<file path="config.mk">
export PLATFORM = sky130hd
export DESIGN_NAME = eth_tx_framer
export DESIGN_NICKNAME = d
export VERILOG_FILES = /design/src/rtl/eth_tx_pkg.sv /design/src/rtl/eth_tx_crc.sv /design/src/rtl/eth_tx_mode_latch.sv /design/src/rtl/eth_tx_ctl.sv /design/src/rtl/eth_tx_framer.sv
export SDC_FILE = /design/constraint.sdc
export NUM_CORES = 1
export LEC_CHECK = 0
export BUFFER_PORTS_ARGS = -buffer_cell sky130_fd_sc_hd__clkbuf_2
export CAP_MARGIN = 15
export CORE_ASPECT_RATIO = 1.25
export CORE_MARGIN = 2
export CORE_UTILIZATION = 27
export CTS_BUF_LIST = sky130_fd_sc_hd__clkbuf_8
export DETAILED_ROUTE_END_ITERATION = 8
export GPL_TIMING_DRIVEN = 0
export MAX_ROUTING_LAYER = met4
export SETUP_SLACK_MARGIN = 0.1
export SLEW_MARGIN = 0
export SYNTH_ARGS = -nofsm -noshare
export SYNTH_HDL_FRONTEND = slang
export SYNTH_SLANG_ARGS = --single-unit
</file>
<file path="constraint.sdc">
create_clock -name clk -period 6.5 [get_ports clk]
set_input_delay 0.325 -clock clk [delete_from_list [all_inputs] [get_ports clk]]
set_output_delay 0.325 -clock clk [all_outputs]
set_load 0.02 [all_outputs]
</file>
<file path="src/rtl/eth_tx_pkg.sv">
package eth_tx_pkg;

    typedef enum logic [2:0] {
        ST_IDLE     = 3'd0,
        ST_PREAMBLE = 3'd1,
        ST_SFD      = 3'd2,
        ST_PAYLOAD  = 3'd3,
        ST_PAD      = 3'd4,
        ST_FCS      = 3'd5
    } tx_state_e;

    typedef enum logic [1:0] {
        FM_RAW     = 2'b00,
        FM_FCS     = 2'b01,
        FM_PAD     = 2'b10,
        FM_PAD_ALT = 2'b11
    } frame_mode_e;

    localparam logic [7:0]  PRE_OCTET     = 8'h55;
    localparam logic [7:0]  SFD_OCTET     = 8'hD5;
    localparam logic [7:0]  PAD_OCTET     = 8'h00;
    localparam logic [31:0] CRC_POLY_REFL = 32'hEDB88320;
    localparam logic [31:0] CRC_SEED      = 32'hFFFFFFFF;

    // One octet of the bit-reversed CRC-32 recurrence, LSB first.
    function automatic logic [31:0] crc_step(input logic [31:0] c, input logic [7:0] d);
        logic [31:0] r;
        r = c ^ {24'd0, d};
        for (int b = 0; b < 8; b++) begin
            r = r[0] ? ((r >> 1) ^ CRC_POLY_REFL) : (r >> 1);
        end
        return r;
    endfunction

endpackage

</file>
<file path="src/rtl/eth_tx_crc.sv">
module eth_tx_crc
    import eth_tx_pkg::*;
(
    input  logic        clk,
    input  logic        rst_n,
    input  logic        clr,
    input  logic        en,
    input  logic [7:0]  data,
    output logic [31:0] fcs
);

    logic [31:0] crc_q;

    always_ff @(posedge clk) begin
        if (!rst_n || clr) begin
            crc_q <= CRC_SEED;
        end else if (en) begin
            crc_q <= crc_step(crc_q, data);
        end
    end

    // Wire value: inverted remainder, sent low octet first by the controller.
    assign fcs = ~crc_q;

endmodule

</file>
<file path="src/rtl/eth_tx_mode_latch.sv">
module eth_tx_mode_latch
    import eth_tx_pkg::*;
(
    input  logic       clk,
    input  logic       rst_n,
    input  logic       start,
    input  logic [1:0] cfg_mode,
    input  logic       ovr_en,
    input  logic [1:0] ovr_mode,
    output logic       fcs_en,
    output logic       pad_en
);

    frame_mode_e mode_q;
    frame_mode_e mode_sel;

    assign mode_sel = frame_mode_e'(ovr_en ? ovr_mode : cfg_mode);

    always_ff @(posedge clk) begin
        if (!rst_n) begin
            mode_q <= FM_RAW;
        end else if (start) begin
            mode_q <= mode_sel;
        end
    end

    always_comb begin
        fcs_en = 1'b0;
        pad_en = 1'b0;
        unique case (mode_q)
            FM_RAW:     begin fcs_en = 1'b0; pad_en = 1'b0; end
            FM_FCS:     begin fcs_en = 1'b1; pad_en = 1'b0; end
            FM_PAD:     begin fcs_en = 1'b1; pad_en = 1'b1; end
            FM_PAD_ALT: begin fcs_en = 1'b1; pad_en = 1'b1; end
            default:    begin fcs_en = 1'b0; pad_en = 1'b0; end
        endcase
    end

endmodule

</file>
<file path="src/rtl/eth_tx_ctl.sv">
module eth_tx_ctl
    import eth_tx_pkg::*;
#(
    parameter int PRE_W       = 4,
    parameter int PRE_DEFAULT = 7,
    parameter int MIN_FRAME   = 64
) (
    input  logic             clk,
    input  logic             rst_n,
    input  logic [PRE_W-1:0] cfg_pre_len,
    input  logic             in_valid,
    input  logic [7:0]       in_data,
    input  logic             in_sof,
    input  logic             in_eof,
    input  logic             fcs_en,
    input  logic             pad_en,
    input  logic [31:0]      fcs_word,
    output logic             in_ready,
    output logic             start,
    output logic             crc_clr,
    output logic             crc_en,
    output logic [7:0]       crc_byte,
    output logic             tx_valid,
    output logic [7:0]       tx_data,
    output tx_state_e        state
);

    localparam int FCS_LEN    = 4;
    localparam int PAD_TARGET = MIN_FRAME - FCS_LEN;
    localparam int LEN_W      = $clog2(PAD_TARGET + 1);
    localparam int IDX_W      = $clog2(FCS_LEN);

    tx_state_e        state_q, state_d;
    logic [PRE_W-1:0] pre_cnt_q, pre_cnt_d, pre_load;
    logic [LEN_W-1:0] len_q, len_d, len_inc;
    logic [IDX_W-1:0] idx_q, idx_d;
    logic             emit;
    logic [7:0]       byte_c;
    logic             tx_valid_q;
    logic [7:0]       tx_data_q;

    assign pre_load = (cfg_pre_len == '0) ? PRE_W'(PRE_DEFAULT) : cfg_pre_len;
    assign len_inc  = (len_q == LEN_W'(PAD_TARGET)) ? len_q : len_q + LEN_W'(1);

    // Next state, counters and the octet to emit this cycle.
    always_comb begin
        state_d   = state_q;
        pre_cnt_d = pre_cnt_q;
        len_d     = len_q;
        idx_d     = idx_q;
        in_ready  = 1'b0;
        start     = 1'b0;
        emit      = 1'b0;
        crc_en    = 1'b0;
        byte_c    = PAD_OCTET;
        unique case (state_q)
            ST_IDLE: begin
                in_ready = in_valid & ~in_sof;
                len_d    = '0;
                idx_d    = '0;
                if (in_valid && in_sof) begin
                    start     = 1'b1;
                    pre_cnt_d = pre_load;
                    state_d   = ST_PREAMBLE;
                end
            end
            ST_PREAMBLE: begin
                emit      = 1'b1;
                byte_c    = PRE_OCTET;
                pre_cnt_d = pre_cnt_q - PRE_W'(1);
                if (pre_cnt_q == PRE_W'(1)) begin
                    state_d = ST_SFD;
                end
            end
            ST_SFD: begin
                emit    = 1'b1;
                byte_c  = SFD_OCTET;
                state_d = ST_PAYLOAD;
            end
            ST_PAYLOAD: begin
                in_ready = 1'b1;
                if (in_valid) begin
                    emit   = 1'b1;
                    crc_en = 1'b1;
                    byte_c = in_data;
                    len_d  = len_inc;
                    if (in_eof) begin
                        if (!fcs_en) begin
                            state_d = ST_IDLE;
                        end else if (pad_en && (len_inc < LEN_W'(PAD_TARGET))) begin
                            state_d = ST_PAD;
                        end else begin
                            state_d = ST_FCS;
                        end
                    end
                end
            end
            ST_PAD: begin
                emit   = 1'b1;
                crc_en = 1'b1;
                byte_c = PAD_OCTET;
                len_d  = len_inc;
                if (len_inc == LEN_W'(PAD_TARGET)) begin
                    state_d = ST_FCS;
                end
            end
            ST_FCS: begin
                emit   = 1'b1;
                byte_c = fcs_word[{idx_q, 3'b000} +: 8];
                idx_d  = idx_q + IDX_W'(1);
                if (idx_q == IDX_W'(FCS_LEN - 1)) begin
                    state_d = ST_IDLE;
                end
            end
            default: begin
                state_d = ST_IDLE;
            end
        endcase
    end

    // State register and counters.
    always_ff @(posedge clk) begin
        if (!rst_n) begin
            state_q   <= ST_IDLE;
            pre_cnt_q <= '0;
            len_q     <= '0;
            idx_q     <= '0;
        end else begin
            state_q   <= state_d;
            pre_cnt_q <= pre_cnt_d;
            len_q     <= len_d;
            idx_q     <= idx_d;
        end
    end

    // Registered output octet.
    always_ff @(posedge clk) begin
        if (!rst_n) begin
            tx_valid_q <= 1'b0;
            tx_data_q  <= '0;
        end else begin
            tx_valid_q <= emit;
            tx_data_q  <= emit ? byte_c : '0;
        end
    end

    assign crc_clr  = (state_q == ST_IDLE);
    assign crc_byte = byte_c;
    assign tx_valid = tx_valid_q;
    assign tx_data  = tx_data_q;
    assign state    = state_q;

endmodule

</file>
<file path="src/rtl/eth_tx_framer.sv">
module eth_tx_framer
    import eth_tx_pkg::*;
#(
    parameter int PRE_W       = 4,
    parameter int PRE_DEFAULT = 7,
    parameter int MIN_FRAME   = 64
) (
    input  logic             clk,
    input  logic             rst_n,
    input  logic [PRE_W-1:0] cfg_pre_len,
    input  logic [1:0]       cfg_mode,
    input  logic             in_valid,
    input  logic [7:0]       in_data,
    input  logic             in_sof,
    input  logic             in_eof,
    input  logic             in_mode_ovr_en,
    input  logic [1:0]       in_mode_ovr,
    output logic             in_ready,
    output logic             tx_valid,
    output logic [7:0]       tx_data
);

    logic        start_w;
    logic        fcs_en_w;
    logic        pad_en_w;
    logic        crc_clr_w;
    logic        crc_en_w;
    logic [7:0]  crc_byte_w;
    logic [31:0] fcs_w;
    tx_state_e   state_w;

    eth_tx_mode_latch u_mode (
        .clk      (clk),
        .rst_n    (rst_n),
        .start    (start_w),
        .cfg_mode (cfg_mode),
        .ovr_en   (in_mode_ovr_en),
        .ovr_mode (in_mode_ovr),
        .fcs_en   (fcs_en_w),
        .pad_en   (pad_en_w)
    );

    eth_tx_crc u_crc (
        .clk   (clk),
        .rst_n (rst_n),
        .clr   (crc_clr_w),
        .en    (crc_en_w),
        .data  (crc_byte_w),
        .fcs   (fcs_w)
    );

    eth_tx_ctl #(
        .PRE_W       (PRE_W),
        .PRE_DEFAULT (PRE_DEFAULT),
        .MIN_FRAME   (MIN_FRAME)
    ) u_ctl (
        .clk         (clk),
        .rst_n       (rst_n),
        .cfg_pre_len (cfg_pre_len),
        .in_valid    (in_valid),
        .in_data     (in_data),
        .in_sof      (in_sof),
        .in_eof      (in_eof),
        .fcs_en      (fcs_en_w),
        .pad_en      (pad_en_w),
        .fcs_word    (fcs_w),
        .in_ready    (in_ready),
        .start       (start_w),
        .crc_clr     (crc_clr_w),
        .crc_en      (crc_en_w),
        .crc_byte    (crc_byte_w),
        .tx_valid    (tx_valid),
        .tx_data     (tx_data),
        .state       (state_w)
    );

endmodule

</file>
## Yosys cells after proc, flatten, opt, wreduce, memory -nomap -nowiden

Index checks and enable logic that the tools add are counted.

- Register bits after elaboration: 58
- Input bits: 22
- Output and inout bits: 10
- Word-level logic and storage cells: 96

- Add/subtract/negate cells: 3
- Order comparisons: 1
- Equal/unequal tests: 18
- Shifts and indexed selects: 1
- Muxes and demuxes: 35
- Bitwise logic cells: 12
- Reductions and logical operators: 18

Operators with widths:

| kind | number |
|---|---|
| 2-to-1 mux 32 bit | 8 |
| NOT 13 -> 14 bit | 8 |
| NOT 32 bit | 1 |
| case mux 8 bit (4 select lines) | 1 |
| indexed part select 32 x 6 -> 8 bit | 1 |
| bitwise XOR 32 x 8 -> 32 bit | 1 |
| 2-to-1 mux 3 bit | 7 |
| case mux 3 bit (6 select lines) | 1 |
| case mux 6 bit (3 select lines) | 1 |
| equality test 6 bit (second input constant) | 2 |
| 2-to-1 mux 6 bit | 2 |
| case mux 1 bit (2 select lines) | 5 |
| 2-to-1 mux 4 bit | 2 |
| 2-to-1 mux 8 bit | 1 |
| inequality test 2 x 1 -> 1 bit (second input constant) | 4 |
| case mux 4 bit (2 select lines) | 1 |
| adder 6 x 1 -> 6 bit (second input constant) | 1 |
| equality test 2 bit (second input constant) | 3 |
| equality test 3 x 2 -> 1 bit (second input constant) | 2 |
| equality test 3 bit (second input constant) | 2 |
| less-than comparator 6 bit (second input constant) | 1 |
| AND reduction 2 bit | 3 |
| AND reduction 6 bit | 1 |
| equality test 4 x 1 -> 1 bit (second input constant) | 1 |
| other kinds (21) | 28 |

## Logic depth before layout (Yosys ltp)

- Word-level depth: 20
- Mapped depth: 9
- Mapped depth without buffers: 9

## Cells and area by module

Synthesis repeated with hierarchy kept, for this count alone.

- Cell total of the unflattened synthesis: 420
- Area total of the unflattened synthesis: 3,777.4 sq um

By module, submodules not included:

| module | times used | cells each | area each (sq um) | sequential area each (sq um) |
|---|---|---|---|---|
| eth_tx_crc | 1 | 212 | 1,989.4 | 640.6 |
| eth_tx_ctl | 1 | 198 | 1,697.9 | 480.5 |
| eth_tx_mode_latch | 1 | 10 | 90.1 | 40.0 |

## Worst setup path after synthesis

OpenSTA, ideal clock, no wires.

- Path type: flip-flop to flip-flop
- From: register u_ctl.idx_q[1]
- To: register u_crc.crc_q[24]
- Setup time: 0.128 ns
- Arrival time: 2.527 ns
- Required time: 6.372 ns
- Slack: 3.844 ns
- Stages on the path, launching flop included: 9
- Buffers on the path: 1
- Period minus slack after synthesis: 2.656 ns
- Cells stage by stage: dfxtp_1 > buf_6 > mux4_2 > a2bb2oi_2 > xnor2_4 > xnor3_2 > xnor3_1 > nor4_1 > nor3_2

- Cells in the longest elaborated chain, start to end: 16

Ends and longest elaborated chain:

| item | line | RTL |
|---|---|---|
| from (decl) | eth_tx_ctl.sv:36 | `logic [IDX_W-1:0] idx_q, idx_d;` |
| from (signal assigned) | eth_tx_ctl.sv:132 | `idx_q <= idx_d;` |
| indexed part select 32 x 6 -> 8 bit * | eth_tx_ctl.sv:109 | `byte_c = fcs_word[{idx_q, 3'b000} +: 8];` |
| case mux 8 bit (4 select lines) * | eth_tx_ctl.sv:56 | `unique case (state_q)` |
| bitwise XOR 32 x 8 -> 32 bit * | eth_tx_pkg.sv:28 | `r = c ^ {24'd0, d};` |
| 2-to-1 mux 32 bit * | eth_tx_pkg.sv:30 | `r = r[0] ? ((r >> 1) ^ CRC_POLY_REFL) : (r >> 1);` |
| NOT 13 -> 14 bit (no line) | - |  |
| 2-to-1 mux 32 bit * | eth_tx_pkg.sv:30 |  |
| NOT 13 -> 14 bit (no line) | - |  |
| 2-to-1 mux 32 bit * (2 in a row) | eth_tx_pkg.sv:30 |  |
| NOT 13 -> 14 bit (no line) | - |  |
| 2-to-1 mux 32 bit * | eth_tx_pkg.sv:30 |  |
| NOT 13 -> 14 bit (no line) | - |  |
| 2-to-1 mux 32 bit * (2 in a row) | eth_tx_pkg.sv:30 |  |
| NOT 13 -> 14 bit (no line) | - |  |
| 2-to-1 mux 32 bit * | eth_tx_pkg.sv:30 |  |
| to (signal assigned) | eth_tx_crc.sv:18 | `crc_q <= crc_step(crc_q, data);` |
| to (decl) | eth_tx_crc.sv:12 | `logic [31:0] crc_q;` |

Mark *: on every way between the ends. The rest lies on a longest branch, timed or not.
A chain may end at the register's enable or synchronous reset.

## Final worst setup path

- From: register u_ctl.idx_q[1]
- To: register u_crc.crc_q[19]

- Cells in the longest elaborated chain, start to end: 16
- Elaborated cells between the ends (all ways): 18
- Those cells by class: shift (1); mux (9); bitwise (8)

Ends and longest elaborated chain:

| item | line |
|---|---|
| indexed part select 32 x 6 -> 8 bit * | eth_tx_ctl.sv:109 |
| case mux 8 bit (4 select lines) * | eth_tx_ctl.sv:56 |
| bitwise XOR 32 x 8 -> 32 bit * | eth_tx_pkg.sv:28 |
| 2-to-1 mux 32 bit * (2 in a row) | eth_tx_pkg.sv:30 |
| NOT 13 -> 14 bit (no line) | - |
| 2-to-1 mux 32 bit * | eth_tx_pkg.sv:30 |
| NOT 13 -> 14 bit (no line) | - |
| 2-to-1 mux 32 bit * (2 in a row) | eth_tx_pkg.sv:30 |
| NOT 13 -> 14 bit (no line) | - |
| 2-to-1 mux 32 bit * | eth_tx_pkg.sv:30 |
| NOT 13 -> 14 bit (no line) | - |
| 2-to-1 mux 32 bit * | eth_tx_pkg.sv:30 |
| NOT 13 -> 14 bit (no line) | - |
| 2-to-1 mux 32 bit * | eth_tx_pkg.sv:30 |

Marks and branches as above.

==> summary.txt <==
Global route
  • First-pass GRT wire length: 15.17 mm
  • Largest net degree at the start of global routing: 11
  • Overall Global Routing Usage: 0.1400
  • Total grt overflow: 0
  • Vias in the first global route: slightly below 3,000
  • Initial antenna violation count: 0

STA
  • RSZ-0062 raised after global routing: no
  • Final setup fails: 0
  • Clk_skew: ~12 ps
  • Total negative setup slack: 0 ps
  • Post-layout min period: 3083 ps
  • Worst Tran Pin Value: 973.3 ps
  • Final Max Tran Viols: 0
  • Final Hold Violating Endpoints: 0
  • Slew headroom: 0.3461
  • Fin crit share: 0.4742
  • Max Fclk: 0.3244 GHz

Route
  • Final WL: approximately 9.6 mm
  • Vias: 2,957
  • Detail-routed via count per cell: slightly below 5
  • DR WL/cell: around 16 µm
  • Drt pass-1 iters: 4
  • Drt drc: 0
  • Detail Route Antenna Nets: 0
  • DR iter-0 viols: 170

CTS
  • CTS clk-pin slew, worst paths: approximately 70 ps
  • CTS tree: done
  • Clock latency on the worst-skew pair: 350 ps
  • Post-CTS setup buffers: 0
  • Hold_buf cts: 0
  • Num Clock Sinks: between 50 and 60
  • H-Tree Depth: 3
  • Clk buf depth: 2
  • Root buf cell: clkbuf_8
  • CTS resizes: 0
  • TritonCTS Buffers: 9

Power
  • VDD IR max: approximately 0.13 mV
  • P per Cell Area: slightly below 400 nW/µm²
  • Tot Pwr: roughly 1.6 mW
  • Leak: between 1.5 and 2 nW

Floorplanning
  • Core box area: 13,350 µm²
  • Initial Utilization: 0.2781
  • Num rows: 47
  • Horiz. Die Dim: roughly 110 µm
  • Top Ports: 32
  • Die area: ~15,000 µm²
  • Die Ht: around 140 µm

Layout
  • Final nets: 459
  • Post-layout util: 0.3181
  • Ratio of cells with drive above 1 in the final layout: 0.1651
  • Antenna diodes: 0
  • Area delta synth->final: 14.39%

Synthesis
  • Top cells by area, synth: dfxtp_1 (31%), xnor3_1 (7.3%), xnor2_1 (6.4%), mux4_2 (4.9%), a21oi_1 (4.0%)
  • Mapped Nets: 418
  • Main combinational cell family by area after synthesis: XOR/XNOR gates
  • Synth top area share: 0.3128
  • Commonest cells post-synth: dfxtp_1 (58), nor2_1 (38), a21oi_1 (30), nand2_1 (27), xnor2_1 (27)
  • Adder-cell share of the synthesized area: 0.01685
  • Most common flop cell mapped by yosys: dfxtp_1
  • Compound-Gate Fraction of Synth Area: 0.1759
  • Synth Instances: 391
  • Synthesis-stage register bit count: 58
  • Most common cell in the synthesized netlist: dfxtp_1
  • Synthesized area: roughly 3700 µm²
  • Count of cell types in the netlist: 52
  • Syn Area/Cell: ~9.5 µm²
  • Sequential element share of the synthesized area: 0.3128
  • Synth Area in XOR/XNOR: 0.2393
  • Asr flop ratio synth: 0
  • Biggest area consumer among synthesized cells: dfxtp_1
  • Yosys warning total: 0
  • Synth Area in Simple Gates: 0.1614
  • Mux cell area share after synthesis: 0.05932
  • Post-synth EDFFs: 0

Setup path
  • WP data arrival: between 3000 and 4000 ps
  • CP required: between 6000 and 7000 ps
  • Kind of critical path: reg2reg
  • CP startpoint kind: register
  • Worst Setup End Kind: register
  • CP Max Fanout: 10

Placement
  • DP Wirelength: 7.143 mm
  • Port bufs: 30
  • GP Congestion: 0.8943

Outcome
  • Status: finished, final reports clean

Flow run
  • Max cap viols: 0

Min path
  • Min-delay worst type: in2reg
cell families after synthesis:
| family | count (synthesis) |
|---|---|
| AND/OR/NAND/NOR | 121 |
| AO/OA/AOI/OAI | 102 |
| XOR/XNOR | 62 |
| flip-flops | 58 |
| buffers and inverters | 31 |
| multiplexers | 12 |
| adder cells (fa/ha/maj) | 5 |
stage by stage:
stage,hold slack [ps],cell area (µm²),setup WS [ps],instances
finish,285.9,4247,3417,607
global route,307.1,4247,3314,607
CTS,282.1,4247,3432,607
detailed placement,492.5,4076,3461,592
global placement,482.8,4076,3491,592
floorplan,465.4,3712,3844,391
final timing paths:
kind	start	endpoint	slack (ps)	cells after the start
max	u_ctl.idx_q[1]	u_crc.crc_q[19]	3420	7
min	in_data[3]	u_ctl.tx_data[3]	290	3
min reg2reg	u_ctl.pre_cnt_q[3]	u_ctl.pre_cnt_q[3]	500	2
max reg2reg	u_ctl.idx_q[1]	u_crc.crc_q[19]	3420	7
state kept, by name, summed over array words and instances (netlist names):
name and flops:
u_crc.crc_q 32, u_ctl.tx_data 8, u_ctl.len_q 6, u_ctl.pre_cnt_q 4, u_ctl.state 3, u_ctl.idx_q 2, u_mode.mode_q 2, u_ctl.tx_valid 1
final cells by class:
class | count | area [µm²]
fill | 1371 | 9102
sequential | 58 | 1161
inverter | 7 | 26.28
clock inverter | 4 | 18.77
buffer | 24 | 101.3
tap | 171 | 214.0
multi-input combinational | 302 | 2424
clock buffer | 11 | 151.4
timing repair buffer | 30 | 150.1
worst max-delay path, stage by stage, from the launching register on:
cell	delay, ps
dfxtp_1	350
buf_6	190
mux4_2	540
a21oi_1	500
xnor2_1	340
xnor2_1	540
xnor3_1	410
o21ai_1	110
metal layers:
layer	GRT usage	vias to the layer above	wire length [µm]
met1	0.1548	1406	3902
li1	-	1464	-
met3	0.03185	17	449
met2	0.2419	70	4977
met4	0.05413	0	244
met5	-	-	0
power by group:
group | internal [mW] | total, mW | switching [mW] | leakage, nW
clock | 0.154 | 0.302 | 0.149 | 0.0961
combinational | 0.449 | 0.931 | 0.482 | 1.14
sequential | 0.385 | 0.407 | 0.0226 | 0.470
total | 0.987 | 1.64 | 0.653 | 1.70
cells in the final DEF (no fill, tap or decap), drive strengths merged, types with 2 or more instances in the layout:
| cell type | instances |
|---|---|
| mux2i | 4 |
| nand3b | 4 |
| xnor2 | 31 |
| o211ai | 12 |
| a22oi | 3 |
| inv | 8 |
| and2 | 5 |
| o211a | 2 |
| ha | 5 |
| clkbuf | 61 |
| nand3 | 2 |
| a21oi | 31 |
| nand2 | 27 |
| a2bb2oi | 4 |
| or2 | 2 |
| buf | 4 |
| o21ai | 35 |
| xor2 | 13 |
| xnor3 | 14 |
| clkinv | 3 |
| dfxtp | 58 |
| nor2 | 38 |
| mux4 | 8 |
| nor2b | 6 |
| and3b | 2 |
| nand2b | 5 |
| nor3 | 15 |
| and3 | 7 |
| xor3 | 4 |
| nor4 | 3 |
| a21boi | 6 |
| a21o | 3 |
(Power assumes the default switching activity.)
